File: src/rtl/pcap_pkg.sv
package pcap_pkg;
  typedef enum logic [1:0] {
    ST_IDLE  = 2'd0,
    ST_ARMED = 2'd1,
    ST_POST  = 2'd2,
    ST_DONE  = 2'd3
  } cap_state_t;
endpackage

File: src/rtl/pcap_ram.sv
module pcap_ram #(
  parameter int W     = 16,
  parameter int DEPTH = 16,
  localparam int AW   = $clog2(DEPTH)
) (
  input  logic          clk,
  input  logic          rst_n,
  input  logic          wr_en,
  input  logic [AW-1:0] wr_addr,
  input  logic [W-1:0]  wr_data,
  input  logic          rd_en,
  input  logic [AW-1:0] rd_addr,
  output logic [W-1:0]  rd_data,
  output logic          rd_valid
);
  logic [W-1:0] mem [DEPTH];

  always_ff @(posedge clk) begin
    if (wr_en) mem[wr_addr] <= wr_data;
  end

  // read port: nonblocking read gives old data on a same-address write
  always_ff @(posedge clk) begin
    if (rd_en) rd_data <= mem[rd_addr];
  end

  always_ff @(posedge clk or negedge rst_n) begin
    if (!rst_n) rd_valid <= 1'b0;
    else        rd_valid <= rd_en;
  end

  // data register is held when no read is requested
  a_r8_rd_hold: assert property (@(posedge clk) disable iff (!rst_n)
    !rd_en |=> $stable(rd_data));
endmodule

File: src/rtl/pcap_seq.sv
module pcap_seq
  import pcap_pkg::*;
#(
  parameter int DEPTH = 16,
  localparam int AW   = $clog2(DEPTH)
) (
  input  logic          clk,
  input  logic          rst_n,
  input  logic          arm,
  input  logic          trig_in,
  input  logic [AW-1:0] pre_len,
  output logic          wr_en,
  output logic [AW-1:0] wr_ptr,
  output cap_state_t    state,
  output logic [AW-1:0] trig_addr,
  output logic [AW-1:0] win_start
);
  localparam logic [AW-1:0] LAST = AW'(DEPTH - 1);

  cap_state_t    st_n;
  logic [AW-1:0] ptr_n, fill_q, fill_n, rem_q, rem_n, pre_q, pre_n;
  logic [AW-1:0] trig_n, win_n, post_init;
  logic          hist_full;

  assign hist_full = (fill_q == pre_q);
  assign post_init = LAST - pre_q;

  always_comb begin
    st_n   = state;
    ptr_n  = wr_ptr;
    fill_n = fill_q;
    rem_n  = rem_q;
    pre_n  = pre_q;
    trig_n = trig_addr;
    win_n  = win_start;
    wr_en  = 1'b0;
    if (arm) begin
      st_n   = ST_ARMED;
      ptr_n  = '0;
      fill_n = '0;
      pre_n  = pre_len;
    end else begin
      unique case (state)
        ST_ARMED: begin
          wr_en = 1'b1;
          ptr_n = wr_ptr + 1'b1;
          if (!hist_full) fill_n = fill_q + 1'b1;
          if (trig_in && hist_full) begin
            trig_n = wr_ptr;
            win_n  = wr_ptr - pre_q;
            rem_n  = post_init;
            st_n   = (post_init == '0) ? ST_DONE : ST_POST;
          end
        end
        ST_POST: begin
          wr_en = 1'b1;
          ptr_n = wr_ptr + 1'b1;
          rem_n = rem_q - 1'b1;
          if (rem_q == AW'(1)) st_n = ST_DONE;
        end
        default: ;
      endcase
    end
  end

  always_ff @(posedge clk or negedge rst_n) begin
    if (!rst_n) begin
      state     <= ST_IDLE;
      wr_ptr    <= '0;
      fill_q    <= '0;
      rem_q     <= '0;
      pre_q     <= '0;
      trig_addr <= '0;
      win_start <= '0;
    end else begin
      state     <= st_n;
      wr_ptr    <= ptr_n;
      fill_q    <= fill_n;
      rem_q     <= rem_n;
      pre_q     <= pre_n;
      trig_addr <= trig_n;
      win_start <= win_n;
    end
  end

  // arm restarts the writer at address zero
  a_r2_arm_restart: assert property (@(posedge clk) disable iff (!rst_n)
    arm |=> (state == ST_ARMED && wr_ptr == '0));
  // a trigger before the history is full leaves the block armed
  a_r4_trig_guard: assert property (@(posedge clk) disable iff (!rst_n)
    (state == ST_ARMED && !arm && trig_in && fill_q != pre_q) |=> state == ST_ARMED);
  // no writes while idle or done
  a_r6_quiet: assert property (@(posedge clk) disable iff (!rst_n)
    (state == ST_IDLE || state == ST_DONE) |-> !wr_en);
endmodule

File: src/rtl/pretrig_capture.sv
module pretrig_capture
  import pcap_pkg::*;
#(
  parameter int W     = 16,
  parameter int DEPTH = 16,
  localparam int AW   = $clog2(DEPTH)
) (
  input  logic          clk,
  input  logic          rst_n,
  input  logic          arm,
  input  logic [AW-1:0] pre_len,
  input  logic [W-1:0]  sample_in,
  input  logic          trig_in,
  input  logic          rd_en,
  input  logic [AW-1:0] rd_addr,
  output logic [W-1:0]  rd_data,
  output logic          rd_valid,
  output logic [AW-1:0] wr_addr,
  output logic          armed,
  output logic          triggered,
  output logic          done,
  output logic [AW-1:0] trig_addr,
  output logic [AW-1:0] win_start
);
  cap_state_t st;
  logic       wr_en;

  pcap_seq #(.DEPTH(DEPTH)) u_seq (
    .clk       (clk),
    .rst_n     (rst_n),
    .arm       (arm),
    .trig_in   (trig_in),
    .pre_len   (pre_len),
    .wr_en     (wr_en),
    .wr_ptr    (wr_addr),
    .state     (st),
    .trig_addr (trig_addr),
    .win_start (win_start)
  );

  pcap_ram #(.W(W), .DEPTH(DEPTH)) u_ram (
    .clk      (clk),
    .rst_n    (rst_n),
    .wr_en    (wr_en),
    .wr_addr  (wr_addr),
    .wr_data  (sample_in),
    .rd_en    (rd_en),
    .rd_addr  (rd_addr),
    .rd_data  (rd_data),
    .rd_valid (rd_valid)
  );

  assign armed     = (st == ST_ARMED);
  assign triggered = (st == ST_POST);
  assign done      = (st == ST_DONE);

  // status flags are mutually exclusive
  a_r6_one_state: assert property (@(posedge clk) disable iff (!rst_n)
    $onehot0({armed, triggered, done}));
  // post phase is entered only from an armed cycle with a trigger
  a_r5_trig_source: assert property (@(posedge clk) disable iff (!rst_n)
    $rose(triggered) |-> $past(armed && trig_in));
  // the ring closes exactly at the window start
  a_r7_window_closes: assert property (@(posedge clk) disable iff (!rst_n)
    $rose(done) |-> wr_addr == win_start);
endmodule

File: config.mk
export PLATFORM = sky130hd
export DESIGN_NAME = pretrig_capture
export DESIGN_NICKNAME = d
export VERILOG_FILES = /design/src/rtl/pcap_pkg.sv /design/src/rtl/pcap_ram.sv /design/src/rtl/pcap_seq.sv /design/src/rtl/pretrig_capture.sv
export SDC_FILE = /design/constraint.sdc
export NUM_CORES = 1
export LEC_CHECK = 0
export ABC_AREA = 1
export ABC_CLOCK_PERIOD_IN_PS = 3700
export BUFFER_PORTS_ARGS = -buffer_cell sky130_fd_sc_hd__clkbuf_2
export CAP_MARGIN = 20
export CORE_MARGIN = 1
export CORE_UTILIZATION = 61
export CTS_CLUSTER_DIAMETER = 80
export DETAILED_ROUTE_END_ITERATION = 10
export PLACE_DENSITY = 0.79
export SETUP_SLACK_MARGIN = 0.5
export SLEW_MARGIN = 20
export SYNTH_ARGS = -nofsm -noshare
export SYNTH_HDL_FRONTEND = slang
export SYNTH_SLANG_ARGS = --single-unit
File: constraint.sdc
create_clock -name clk -period 3.7 [get_ports clk]
set_input_delay 0.37 -clock clk [delete_from_list [all_inputs] [get_ports clk]]
set_output_delay 0.37 -clock clk [all_outputs]
set_load 0.03 [all_outputs]
# [Word-level counts from Yosys, hierarchy flattened]
# Memory sizes are Yosys's and may differ from the RTL's. A register that Yosys moved wholly into a read port is not among the register bits.
# Index checks and enable logic that the tools add are counted.
[op_classes] n_addsub=5 multipliers=0 div_mod_pow=0 order_cmp=0 n_eq_ne=9 shift=0 mux=16 bitwise_logic=1 n_reduce_logical=11
[ops] operator="4-bit two-way mux" count=6
[ops] operator="3-bit AND reduction" count=3
[ops] operator="4-bit by 1-bit adder with 4-bit output, second input constant" count=2
[ops] operator="4-bit case mux with 2 select lines" count=1
[ops] operator="2-bit two-way mux" count=3
[ops] operator="3-bit by 2-bit != test with 1-bit output, second input constant" count=2
[ops] operator="2-bit nonzero test" count=3
[ops] operator="1-bit two-way mux" count=5
[ops] operator="2-bit equality test, second input constant" count=2
[ops] operator="4-bit by 1-bit equality test with 1-bit output, second input constant" count=1
[ops] operator="4-bit equality test" count=1
[ops] operator="4-bit zero test" count=1
[ops] operator="2-bit case mux with 2 select lines" count=1
[ops] operator="4-bit by 1-bit subtractor with 4-bit output, second input constant" count=1
[ops] operator="4-bit subtractor" count=1
[ops] operator="4-bit subtractor, first input constant" count=1
[ops] operator="3-bit nonzero test" count=1
[ops] operator="2-bit by 1-bit equality test with 1-bit output, second input constant" count=1
[ops] operator="2-bit by 1-bit != test with 1-bit output, second input constant" count=1
[ops] operator="2-bit != test, second input constant" count=1
[ops] operator="2-bit AND reduction" count=1
[ops] operator="2-bit OR reduction" count=1
[ops] operator="1-bit logical AND" count=1
[ops] operator="1-bit inverter" count=1
[totals] regBits=27 latch_bits=0 ram_bits=256 rom_bits=0 in_bits=29 out_inout_bits=32 elab_cells=51 n_memories=1
[memory_table] name="u_ram.mem" depth=16 word_bits=16 read_ports=1 rd_ports_with_merged_regs=1 wr=1 line="pcap_ram.sv:16" text="logic [W-1:0] mem [DEPTH];"

# [Depth between registers and ports, before layout]
# Gate-level depths: netlist of the first run.
[logic_depth] ltp_word=6 ltp_mapped=9 ltp_nobuf=9

# [Modules after synthesis]
# A second synthesis of the first run with hierarchy kept.
[unflattened] hier_cells=1263 hier_area_um2=13125.1
[modules_own_cells] module="pcap_ram" n_inst=1 cells_each=1075 area_each_um2=11566.1 seq_area_each_um2=8192.9
[modules_own_cells] module="pcap_seq" n_inst=1 cells_each=182 area_each_um2=1536.5 seq_area_each_um2=650.6
[modules_own_cells] module="pretrig_capture" n_inst=1 cells_each=6 area_each_um2=22.5 seq_area_each_um2=0.0

# [Least setup slack after synthesis of the first run]
# No wires, ideal clock.
[synth_timing] kind="register to register" start="register u_seq.state[0]" end="memory u_ram.mem[11][0] (enable)" setup_time_ns=0.409 t_arrival_ns=2.214 required_time_ns=3.291 setup_slack_ns=1.076 path_stages_with_launch=7 n_path_buf=1 period_less_slack_ns=2.624 path_cell_list="dfrtp_1 > inv_1 > ha_1 > nor2_1 > buf_2 > inv_1 > nor3_1"
[synth_via] elab_chain_cells=6 elab_cells_between_ends=7 classes_between="eq/ne (2); mux (4); reduce/logical (1)"
[synth_rtl] element="from (decl)" line="pcap_seq.sv:14" text="output cap_state_t state,"
[synth_rtl] element="from (signal assigned)" line="pcap_seq.sv:76" text="state <= st_n;"
[synth_rtl] element="2-bit by 1-bit equality test with 1-bit output or 2-bit equality test (tied branches)" line="pcap_seq.sv:43" text="unique case (state)"
[synth_rtl] element="2-bit OR reduction (no line) (*)"
[synth_rtl] element="1-bit two-way mux (*)" line="pcap_seq.sv:43"
[synth_rtl] element="1-bit two-way mux (*)" line="pcap_seq.sv:37" text="if (arm) begin"
[synth_rtl] element="1-bit two-way mux (*)" line="pcap_ram.sv:19" text="if (wr_en) mem[wr_addr] <= wr_data;"
[synth_rtl] element="1-bit two-way mux (not written as such) (*)" line="pcap_ram.sv:19"
[synth_rtl] element="to (decl)" line="pcap_ram.sv:16"
# Mark *: on every way between the ends. The rest lies on a longest branch, timed or not.

# [Worst setup path in the final report of the first run]
[layout_timing] start="register u_seq.state[0]" end="memory u_ram.mem[2][6] (enable)"
# The elaborated chain is that of the path after synthesis.

==> metrics.md, run 1 <==
| Metric | Value |
|---|---|
| Top post-synthesis cells by area | edfxtp_1 (65%), dfrtp_1 (5.4%), inv_1 (4.6%) |
| Peak VDD IR | just over 0.5 mV |
| Core ar. | 20,200 um^2 |
| Synth top area share | 0.652 |
| Post-Place Setup Slack | a little over 0.8 ns |
| Worst R2R Path Depth | 6 |
| Pin count of the biggest net entering global routing | 106 |
| First-pass GRT wire length | roughly 42,000 um |
| Count of different cell masters after synthesis | 29 |
| GP Congestion | between 0.8 and 0.9 |
| Status | completed |
| Clk_lat worst skew | 0.56 ns |
| Multi-input gate area | 2820 um^2 |
| Syn Std Cell Area | roughly 13,000 um^2 |
| Post-synth top area cell | edfxtp_1 |
| Row count | between 50 and 60 |
| Vias in the first global route | just under 8,000 |
| H-tree depth | 1 |
| Max clock buf depth | 3 |
| Number of synthesized flops with an enable pin | 272 |
| Initial Util | 0.621 |
| Die Height | 145 um |
| Slew headroom | 0.356 |
| Vias | between 8,000 and 9,000 |
| Gr usage total | 0.258 |
| DR vias/cell | ~5.9 |
| Final Hold Viols | 0 |
| Critical path class | flop to flop |
| Flops & latches, synth | around 300 |
| Die ar. | ~21,000 um^2 |
| Required @ worst endpoint | 3.97 ns |
| Post-synthesis sequential area ratio | 0.706 |
| Crit. End Element | flop |
| DP HPWL | between 15,000 and 20,000 um |
| Wirelength, routed | approximately 27,000 um |
| Clk slew on worst S/H paths | 0.07 ns |
| Share of layout cells above drive strength 1 | 0.144 |
| CP Launch Point | u_seq.state[0] |
| Post-CTS Resized | 0 |
| NumNets Final | approximately 1,100 |
| Placed instance area | roughly 13,000 um^2 |
| Flop2flop setup slack | 0.80 ns |
| Root Buffer | clkbuf_16 |
| Detailed-route wire length per cell | 19.6 um |
| Io pins | approximately 60 |
| Setup TNS | 0 ns |
| PwrDens | 566 nW/um^2 |
| CTS tree | yes |
| Critical Path AT | roughly 3.2 ns |
| Worst r2r src | u_seq.state[0] |
| Routed Antenna Nets | 0 |
| Worst Max-Slew Pin Slew | approximately 0.96 ns |
| IO buf count | 60 |
| Post-Syn Nets | 1,072 |
| CTS buffer count | 28 |
| Leak pwr | around 5.4 nW |
| DRT iter0 DRCs | 1,033 |
| Synth Area per Inst | approximately 12 um^2 |
| Max frequency | around 0.34 GHz |
| GRT Residual Overflow | 0 |
| Tightest Hold Check Type | input pin to flop |
| Filler instances | around 1,400 |
| Total power | 0.00788 W |
| Ys Warns | 0 |
| 1st-pass router iterations | 5 |
| Fin crit share | 0.784 |
| Fin util | 0.691 |
| Final worst slack | 0.801 ns |
| Share of synthesized registers carrying an async set or reset | 0.0903 |
| Antenna Cells | 0 |
| Clock sink count | 299 |
| DIE WIDTH | between 100 and 150 um |
| Max Cap Violations | 0 |
| Synth Flop Type | edfxtp_1 |
| P&R area growth vs syn | 11.2% |
| RSZ-0062 raised after global routing | false |
| Cell count after synthesis | 1,029 |
| Critical Path Sink | u_ram.mem[2][6] |
| Final Setup Violations | 0 |
| Register Area | between 8000 and 9000 um^2 |
| Max-slew violations | 0 |
| DR DRC count | 0 |
| Hold_buf cts | 1 |
| FF-to-FF End | u_ram.mem[2][6] |
| Post-CTS Setup Bufs | 0 |
| Startpoint Class | flop |
| Initial antenna violation count | 0 |
| Worst Clk Skew | roughly 0.016 ns |
| Critical-path maximum fanout | 11 |
| Fin crit period | about 2.9 ns |
| Post-route cell area | roughly 14,000 um^2 |
[metrics by stage]
| stage | cells | hold WS (ns) |
|---|---|---|
| final | 1374 | 0.0222 |
| after global routing | 1374 | 0.0441 |
| after CTS | 1374 | 0.0195 |
| after detailed placement | 1328 | 0.444 |
| after global placement | 1328 | 0.441 |
| after floorplan | 1029 | 0.0744 |
[flip-flops by register name, indices dropped and copies added (netlist names)]
signal           flops
u_ram.mem          256
u_seq.pre_q          4
u_seq.rem_q          4
u_seq.wr_ptr         4
u_seq.trig_addr      4
u_seq.state          2
u_seq.win_start      4
u_ram.rd_valid       1
u_ram.rd_data       16
u_seq.fill_q         4
[synth_stat cells (6+ instances only)]
library cell	instances
buf_1	6
buf_2	12
buf_6	13
dfrtp_1	27
o21ai_0	77
clkbuf_1	21
a21oi_1	70
o21ai_2	8
nand3_1	111
nand2_1	136
inv_1	152
o211ai_1	64
ha_1	13
edfxtp_1	272
nor2_1	15
[final cells by class]
| type | instances | area share |
|---|---|---|
| clock buffer | 33 | 0.0523 |
| clock inverter | 12 | 0.00745 |
| inverter | 156 | 0.0420 |
| multi-input combinational | 519 | 0.203 |
| sequential | 299 | 0.635 |
| tap | 270 | 0.0242 |
| timing repair buffer | 85 | 0.0367 |
[kinds of logic (layout without fill, tap and decap cells)]
family / after synthesis / after routing / synth area share
XOR/XNOR: 6 / 6 / 0.00419
adder cells (fa/ha/maj): 14 / 14 / 0.0146
flip-flops: 299 / 299 / 0.706
AO/OA/AOI/OAI: 221 / 221 / 0.103
buffers and inverters: 211 / 286 / 0.0731
AND/OR/NAND/NOR: 278 / 278 / 0.0990
[per-layer routing]
layer	vias up	share of wire	global-route usage
li1	3718	-	-
met1	3875	0.41	0.358
met2	420	0.48	0.421
met3	51	0.091	0.0492
met4	0	0.027	0.0774
met5	-	0	0
[power breakdown]
group	total (W)	internal (W)	switching [W]	leakage (nW)
Clock	0.00264	0.00142	0.00122	0.403
Sequential	0.00405	0.00393	0.000121	2.81
Combinational	0.00119	0.000343	0.000852	2.17
Total	0.00788	0.00569	0.00220	5.39
[how the worst min path moves through the flow]
| stage | from | end | slack, ns | depth (start not counted) |
|---|---|---|---|---|
| after global placement | rst_n | u_ram.rd_valid | 0.44 | 1 |
| after global routing | pre_len[1] | u_seq.pre_q[1] | 0.04 | 3 |
| after detailed placement | rst_n | u_seq.fill_q[2] | 0.44 | 1 |
| after floorplan | rst_n | u_ram.rd_valid | 0.07 | 0 |
| final | pre_len[1] | u_seq.pre_q[1] | 0.02 | 3 |
| after CTS | pre_len[1] | u_seq.pre_q[1] | 0.02 | 3 |
[worst max-delay path: stages, from the launching register on]
cell     delay, ns
dfrtp_1       0.40
inv_1         0.06
ha_1          0.32
nor2_1        0.54
nand2_1       0.29
nor2_2        0.68
buf_4         0.31
[cell usage in the layout, fill, tap and decap left out, types with 8 or more instances in the layout]
master and n:
o211ai_1 64, nand3_1 111, o21ai_2 8, clkbuf_2 58, a21oi_1 70, nor2_2 13, nand2_1 136, o21ai_0 77
edfxtp_1 272, dfrtp_1 27, clkbuf_16 28, inv_1 152, buf_4 24, ha_1 13
No activity file was read; power rests on OpenSTA's default activity.
==> run 2: changes to the inputs <==
--- a/config.mk
+++ b/config.mk
@@ -6,7 +6,7 @@
 export NUM_CORES = 1
 export LEC_CHECK = 0
 export ABC_AREA = 1
-export ABC_CLOCK_PERIOD_IN_PS = 3700
+export ABC_CLOCK_PERIOD_IN_PS = 3040
 export BUFFER_PORTS_ARGS = -buffer_cell sky130_fd_sc_hd__clkbuf_2
 export CAP_MARGIN = 20
 export CORE_MARGIN = 1
==> constraint.sdc (replaced) <==
create_clock -name clk -period 3.04 [get_ports clk]
set_input_delay 0.304 -clock clk [delete_from_list [all_inputs] [get_ports clk]]
set_output_delay 0.304 -clock clk [all_outputs]
set_load 0.03 [all_outputs]
==> metrics.md, run 2 (synthesis results as in run 1) <==
| Metric | Value |
|---|---|
| Status | completed (unchanged) |
| GP Congestion | 0.827 (was 0.841) |
| Largest Register | u_ram.mem (unchanged) |
| DRT iter0 DRCs | 854 (was 1,033) |
| Peak VDD IR | 0.519 mV (was 0.505 mV) |
| Die Height | 145 um (unchanged) |
| CTS buffer count | 30 (was 28) |
| Fin crit period | 2.25 ns (was 2.90 ns) |
| Io pins | 61 (unchanged) |
| Slew headroom | 0.476 (was 0.356) |
| Clk slew on worst S/H paths | 0.06 ns (was 0.07 ns) |
| Critical Path AT | 2.51 ns (was 3.17 ns) |
| DP HPWL | 15,600 um (was 16,000 um) |
| Commonest non-fill, non-tap cell in the layout | edfxtp_1 (unchanged) |
| GRT Residual Overflow | 0 (unchanged) |
| Final Hold Viols | 0 (unchanged) |
| Final Setup Violations | 0 (unchanged) |
| Placed instance area | 13,100 um^2 (about the same) |
| Worst Clk Skew | 0.0131 ns (was 0.0157 ns) |
| Worst Max-Slew Pin Slew | 0.784 ns (was 0.965 ns) |
| Required @ worst endpoint | 3.30 ns (was 3.97 ns) |
| Max Cap Violations | 0 (unchanged) |
| Max frequency | 0.444 GHz (was 0.345 GHz) |
| Max clock buf depth | 3 (unchanged) |
| Clk_lat worst skew | 0.56 ns (about the same) |
| NumNets Final | 1,141 (was 1,132) |
| DR DRC count | 0 (unchanged) |
| Fin crit share | 0.740 (was 0.784) |
| Crit path max-delay family | simple AND/OR/NAND/NOR gates (unchanged) |
| Vias | 7,936 (was 8,064) |
| Initial antenna violation count | 0 (unchanged) |
| GRT met1 Usage | 0.334 (was 0.358) |
| Tightest Hold Check Type | input pin to flop (unchanged) |
| Worst Path Buf+Inv | 2 (unchanged) |
| CTS tree | yes (unchanged) |
| Critical path class | flop to flop (unchanged) |
| Share of layout cells above drive strength 1 | 0.143 (was 0.144) |
| CP cell instances | inv_1 > ha_1 > nor2_1 > nand2_1 > nor2_2 > buf_4 (unchanged) |
| DIE WIDTH | 145 um (unchanged) |
| Pin count of the biggest net entering global routing | 81 (was 106) |
| Most Used Layer, Global Route | met2 (unchanged) |
| P&R area growth vs syn | 12.8% (was 11.2%) |
| PwrDens | 704 nW/um^2 (was 566 nW/um^2) |
| Critical Path Slowest Stage Cell | nor2_2 (unchanged) |
| Startpoint Class | flop (unchanged) |
| Setup TNS | 0 ns (unchanged) |
| CP max stage delay | 0.45 ns (was 0.68 ns) |
| 1st-pass router iterations | 5 (unchanged) |
| DR vias/cell | 5.71 (was 5.87) |
| Wirelength, routed | 26,700 um (was 26,900 um) |
| RSZ-0062 raised after global routing | false (unchanged) |
| Max-slew violations | 0 (unchanged) |
| Gr usage total | 0.257 (was 0.258) |
| Vias in the first global route | 7,834 (was 7,723) |
| Met3 Usage GRT | 0.0404 (was 0.0492) |
| Regs by FF count | u_ram.mem (256), u_ram.rd_data (16) (unchanged) |
| Detailed-route wire length per cell | 19.3 um (was 19.6 um) |
| Critical-path maximum fanout | 9 (was 11) |
| Max FFs per register | 256 (unchanged) |
| Flop2flop setup slack | 0.79 ns (was 0.80 ns) |
| Leak pwr | 5.48 nW (was 5.39 nW) |
| Commonest non-fill, non-tap cells in the layout | edfxtp_1 (272), inv_1 (152), nand2_1 (136) (unchanged) |
| Root Buffer | clkbuf_16 (unchanged) |
| M2 GR Usage | 0.440 (was 0.421) |
| Clock sink count | 299 (unchanged) |
| Total power | 0.00995 W (was 0.00788 W) |
| Antenna Cells | 0 (unchanged) |
| First-pass GRT wire length | 41,500 um (was 41,700 um) |
| Core ar. | 20,200 um^2 (unchanged) |
| Row count | 52 (unchanged) |
| IO buf count | 60 (unchanged) |
| Crit. End Element | flop (unchanged) |
| Initial Util | 0.621 (unchanged) |
| Fin util | 0.701 (was 0.691) |
| Die ar. | 21,100 um^2 (unchanged) |
| Post-route cell area | 14,100 um^2 (was 13,900 um^2) |
| H-tree depth | 1 (unchanged) |
| Routed Antenna Nets | 0 (unchanged) |
[run 2: cell type report]
| class | instances | area, um^2 |
|---|---|---|
| clock buffer | 35 | 791 |
| clock inverter | 18 | 154 |
| fill | 1337 | 6040 |
| inverter | 156 | 586 |
| multi-input combinational | 519 | 2820 |
| sequential | 299 | 8840 |
| tap | 270 | 338 |
| timing repair buffer | 92 | 599 |
[run 2: power by group]
part	switching [W]	total, W	internal (W)
registers	0.000146	0.00493	0.00479
clock network	0.00149	0.00358	0.00209
logic	0.00101	0.00144	0.000426
total	0.00265	0.00995	0.00730
[run 2: final timing paths]
path | from | cells past startpoint | endpoint
setup / recovery | u_seq.state[0] | 6 | u_ram.mem[6][11]
hold / removal | arm | 2 | u_seq.state[1]
setup reg to reg | u_seq.state[0] | 6 | u_ram.mem[6][11]
hold reg to reg | u_seq.rem_q[1] | 2 | u_seq.rem_q[1]
max in group asynchronous | rst_n | 2 | u_seq.trig_addr[1]
min in group asynchronous | rst_n | 2 | u_seq.fill_q[3]
[run 2: layer usage]
| layer | up-vias | routed length (um) |
|---|---|---|
| met3 | 67 | 1810 |
| met4 | 0 | 848 |
| met2 | 328 | 13300 |
| met5 | - | 0 |
| met1 | 3795 | 10800 |
| li1 | 3746 | - |
[run 2: timing repair]
item / in CTS / in global routing
hold buffers: 5 / 0
resized for setup: 0 / 0
buffers inserted: 0 / 0
endpoints found under the hold margin: 31 / 0
[run 2: stage by stage]
stage	worst slack, ns	hold slack [ns]	cells
4_1_cts	0.774	0.123	1389
3_3_place_gp	0.862	0.366	1331
2_1_floorplan	0.416	0.00841	1029
5_1_grt	0.659	0.162	1389
6_report	0.790	0.136	1389
3_5_place_dp	0.805	0.377	1331
==> run 3: changes to the inputs <==
--- a/config.mk
+++ b/config.mk
@@ -5,15 +5,15 @@
 export SDC_FILE = /design/constraint.sdc
 export NUM_CORES = 1
 export LEC_CHECK = 0
-export ABC_AREA = 1
-export ABC_CLOCK_PERIOD_IN_PS = 3040
+export ABC_AREA = 0
+export ABC_CLOCK_PERIOD_IN_PS = 2000
 export BUFFER_PORTS_ARGS = -buffer_cell sky130_fd_sc_hd__clkbuf_2
 export CAP_MARGIN = 20
 export CORE_MARGIN = 1
-export CORE_UTILIZATION = 61
+export CORE_UTILIZATION = 55
 export CTS_CLUSTER_DIAMETER = 80
 export DETAILED_ROUTE_END_ITERATION = 10
-export PLACE_DENSITY = 0.79
+export PLACE_DENSITY = 0.76
 export SETUP_SLACK_MARGIN = 0.5
 export SLEW_MARGIN = 20
 export SYNTH_ARGS = -nofsm -noshare
==> constraint.sdc (replaced) <==
create_clock -name clk -period 2 [get_ports clk]
set_input_delay 0.2 -clock clk [delete_from_list [all_inputs] [get_ports clk]]
set_output_delay 0.2 -clock clk [all_outputs]
set_load 0.03 [all_outputs]
==> metrics.md, run 3 <==
| Metric | Value |
|---|---|
| GRT Residual Overflow | 0 (unchanged) |
| Pin count of the biggest net entering global routing | 33 (was 81) |
| Clk slew on worst S/H paths | 0.06 ns (about the same) |
| Crit path max-delay family | compound AO/OA/AOI/OAI gates (was simple AND/OR/NAND/NOR gates) |
| Flops & latches, synth | 299 (unchanged) |
| Syn Std Cell Area | 11,800 um^2 (was 12,500 um^2) |
| DP HPWL | 13,400 um (was 15,600 um) |
| Cell count after synthesis | 539 (was 1,029) |
| Regs by FF count | u_ram.mem (256), u_ram.rd_data (16) (unchanged) |
| Filler instances | 1,188 (was 1,337) |
| Critical-path maximum fanout | 3 (was 9) |
| Share of layout cells above drive strength 1 | 0.472 (was 0.143) |
| P&R area growth vs syn | 24.9% (was 12.8%) |
| Root Buffer | clkbuf_16 (unchanged) |
| Startpoint Class | flop (unchanged) |
| IO buf count | 60 (unchanged) |
| Clock sink count | 299 (unchanged) |
| Fin crit share | 0.922 (was 0.740) |
| CTS buffer count | 29 (was 30) |
| Worst Path Buf+Inv | 2 (unchanged) |
| Initial Util | 0.563 (was 0.621) |
| Synth Flop Type | edfxtp_1 (unchanged) |
| Top post-synthesis cells by area | edfxtp_1 (69%), mux4_2 (8.4%), mux4_1 (8.0%) (was edfxtp_1 (65%), dfrtp_1 (5.4%), inv_1 (4.6%)) |
| GP Congestion | 0.803 (was 0.827) |
| Final Hold Viols | 0 (unchanged) |
| Setup TNS | 0 ns (unchanged) |
| Max frequency | 0.542 GHz (was 0.444 GHz) |
| Initial antenna violation count | 0 (unchanged) |
| Leak pwr | 5.11 nW (was 5.48 nW) |
| Register Area | 8850 um^2 (was 8840 um^2) |
| Post-route cell area | 14,800 um^2 (was 14,100 um^2) |
| Share of synthesized registers carrying an async set or reset | 0.0903 (unchanged) |
| Max-slew violations | 0 (unchanged) |
| Max FFs per register | 256 (unchanged) |
| Top cells by count, synth | edfxtp_1 (272), mux4_2 (44), mux4_1 (36), dfrtp_1 (27), nor2_1 (24) (was edfxtp_1 (272), inv_1 (152), nand2_1 (136), nand3_1 (111), o21ai_0 (77)) |
| Ys Warns | 0 (unchanged) |
| DR vias/cell | 6.25 (was 5.71) |
| Detailed-route wire length per cell | 28.6 um (was 19.3 um) |
| Number of synthesized flops with an enable pin | 272 (unchanged) |
| Final hold slack | 0.0512 ns (was 0.136 ns) |
| Row count | 53 (was 52) |
| CP max stage delay | 0.46 ns (was 0.45 ns) |
| DRT iter0 DRCs | 567 (was 854) |
| Critical path class | flop to flop (unchanged) |
| Multi-input gate area | 3020 um^2 (was 2820 um^2) |
| PwrDens | 1130 nW/um^2 (was 704 nW/um^2) |
| Final Setup Violations | 0 (unchanged) |
| Max clock buf depth | 3 (unchanged) |
| Count of different cell masters after synthesis | 41 (was 29) |
| Die Height | 149 um (was 145 um) |
| Tightest Hold Check Type | input pin to flop (unchanged) |
| Gr usage total | 0.255 (was 0.257) |
| Vias in the first global route | 6,326 (was 7,834) |
| Clk_lat worst skew | 0.54 ns (was 0.56 ns) |
| Core ar. | 21,000 um^2 (was 20,200 um^2) |
| Wirelength, routed | 28,500 um (was 26,700 um) |
| DR DRC count | 0 (unchanged) |
| Post-synthesis sequential area ratio | 0.748 (was 0.706) |
| Post-synth top area cell | edfxtp_1 (unchanged) |
| Slew headroom | 0.530 (was 0.476) |
| Synth top area share | 0.691 (was 0.652) |
| Critical Path Slowest Stage Cell | dfrtp_1 (was nor2_2) |
| First-pass GRT wire length | 39,800 um (was 41,500 um) |
| Die ar. | 22,100 um^2 (was 21,100 um^2) |
| Worst Max-Slew Pin Slew | 0.705 ns (was 0.784 ns) |
| Peak VDD IR | 0.851 mV (was 0.519 mV) |
| Status | completed (unchanged) |
| Worst Clk Skew | 0.0141 ns (was 0.0131 ns) |
| Crit. End Element | flop (unchanged) |
| Io pins | 61 (unchanged) |
| Fin util | 0.703 (was 0.701) |
| CTS tree | yes (unchanged) |
| H-tree depth | 1 (unchanged) |
| Commonest non-fill, non-tap cells in the layout | edfxtp_1 (272), mux4_2 (80), clkbuf_2 (57) (was edfxtp_1 (272), inv_1 (152), nand2_1 (136)) |
| Post-Syn Nets | 582 (was 1,072) |
| DIE WIDTH | 149 um (was 145 um) |
| Fin crit period | 1.84 ns (was 2.25 ns) |
| Total power | 0.0168 W (was 0.00995 W) |
| RSZ-0062 raised after global routing | true (was false) |
| 1st-pass router iterations | 5 (unchanged) |
| Max Cap Violations | 0 (unchanged) |
| Placed instance area | 12,900 um^2 (was 13,100 um^2) |
| NumNets Final | 741 (was 1,141) |
| Critical Path AT | 2.26 ns (was 2.51 ns) |
| Vias | 6,215 (was 7,936) |
| Antenna Cells | 0 (unchanged) |
| Commonest non-fill, non-tap cell in the layout | edfxtp_1 (unchanged) |
| CP cell instances | ha_4 > nor2_4 > buf_4 > buf_6 > nand3_4 > o22ai_2 > o21a_1 > a221o_1 (was inv_1 > ha_1 > nor2_1 > nand2_1 > nor2_2 > buf_4) |
| Largest Register | u_ram.mem (unchanged) |
| Synth Area per Inst | 21.9 um^2 (was 12.2 um^2) |
| Count leader, synth | edfxtp_1 (unchanged) |
| Routed Antenna Nets | 0 (unchanged) |
| Required @ worst endpoint | 2.41 ns (was 3.30 ns) |
[run 3: timing repair]
item                                   4_1_cts  5_1_grt
hold buffers                                 5        0
setup endpoints to repair                  292      295
cloned                                       6        3
resized for setup                           49       43
pin swaps                                   17       16
endpoints found under the hold margin       31        0
buffers inserted                            27       21
[run 3: per-layer routing]
| layer | part of all wire | track usage | wire length [um] |
|---|---|---|---|
| met4 | 0.042 | 0.105 | 1190 |
| met2 | 0.51 | 0.430 | 14500 |
| met5 | 0 | 0 | 0 |
| met3 | 0.076 | 0.0448 | 2160 |
| met1 | 0.37 | 0.329 | 10600 |
[run 3: final timing paths]
| kind | start | endpoint | slack (ns) | depth (start not counted) |
|---|---|---|---|---|
| hold / removal | sample_in[1] | u_ram.mem[2][1] | 0.05 | 1 |
| setup reg to reg | u_seq.state[1] | u_seq.rem_q[2] | 0.16 | 8 |
| hold reg to reg | u_seq.trig_addr[1] | u_seq.trig_addr[1] | 0.51 | 2 |
| setup / recovery | u_seq.state[1] | u_seq.rem_q[2] | 0.16 | 8 |
| max in group asynchronous | rst_n | u_seq.fill_q[0] | 1.27 | 2 |
| min in group asynchronous | rst_n | u_seq.win_start[1] | 0.23 | 2 |
[run 3: cells by family (layout without fill, tap and decap cells)]
family / count (synthesis) / in the layout / share of synthesized area
mux: 88 / 88 / 0.171
flops: 299 / 299 / 0.748
compound gates: 23 / 23 / 0.0126
fa+ha+maj: 14 / 14 / 0.0154
simple gates: 66 / 66 / 0.0263
buf+inv: 36 / 217 / 0.0170
xor+xnor: 13 / 13 / 0.00963
[run 3: worst register-to-register path: stages, from the launching register on]
cell,delay [ns]
dfrtp_1,0.46
ha_4,0.33
nor2_4,0.04
buf_4,0.15
buf_6,0.12
nand3_4,0.08
o22ai_2,0.07
o21a_1,0.20
a221o_1,0.28
[run 3: stage by stage]
stage	worst slack (ns)	instances
floorplan	0.0370	539
global route	0.144	995
CTS	0.238	971
finish	0.156	995
global placement	0.0901	880
detailed placement	0.0564	880
[run 3: final cells by class]
type                       count  area share
tap                          275      0.0233
sequential                   299       0.600
inverter                      11     0.00322
timing repair buffer         153       0.104
clock buffer                  39      0.0551
clock inverter                14      0.0103
multi-input combinational    204       0.205
[run 3: power breakdown]
part	total, W	switching, W	internal (W)
registers	0.00762	0.000302	0.00731
clock network	0.00551	0.00227	0.00323
logic	0.00363	0.00193	0.00171
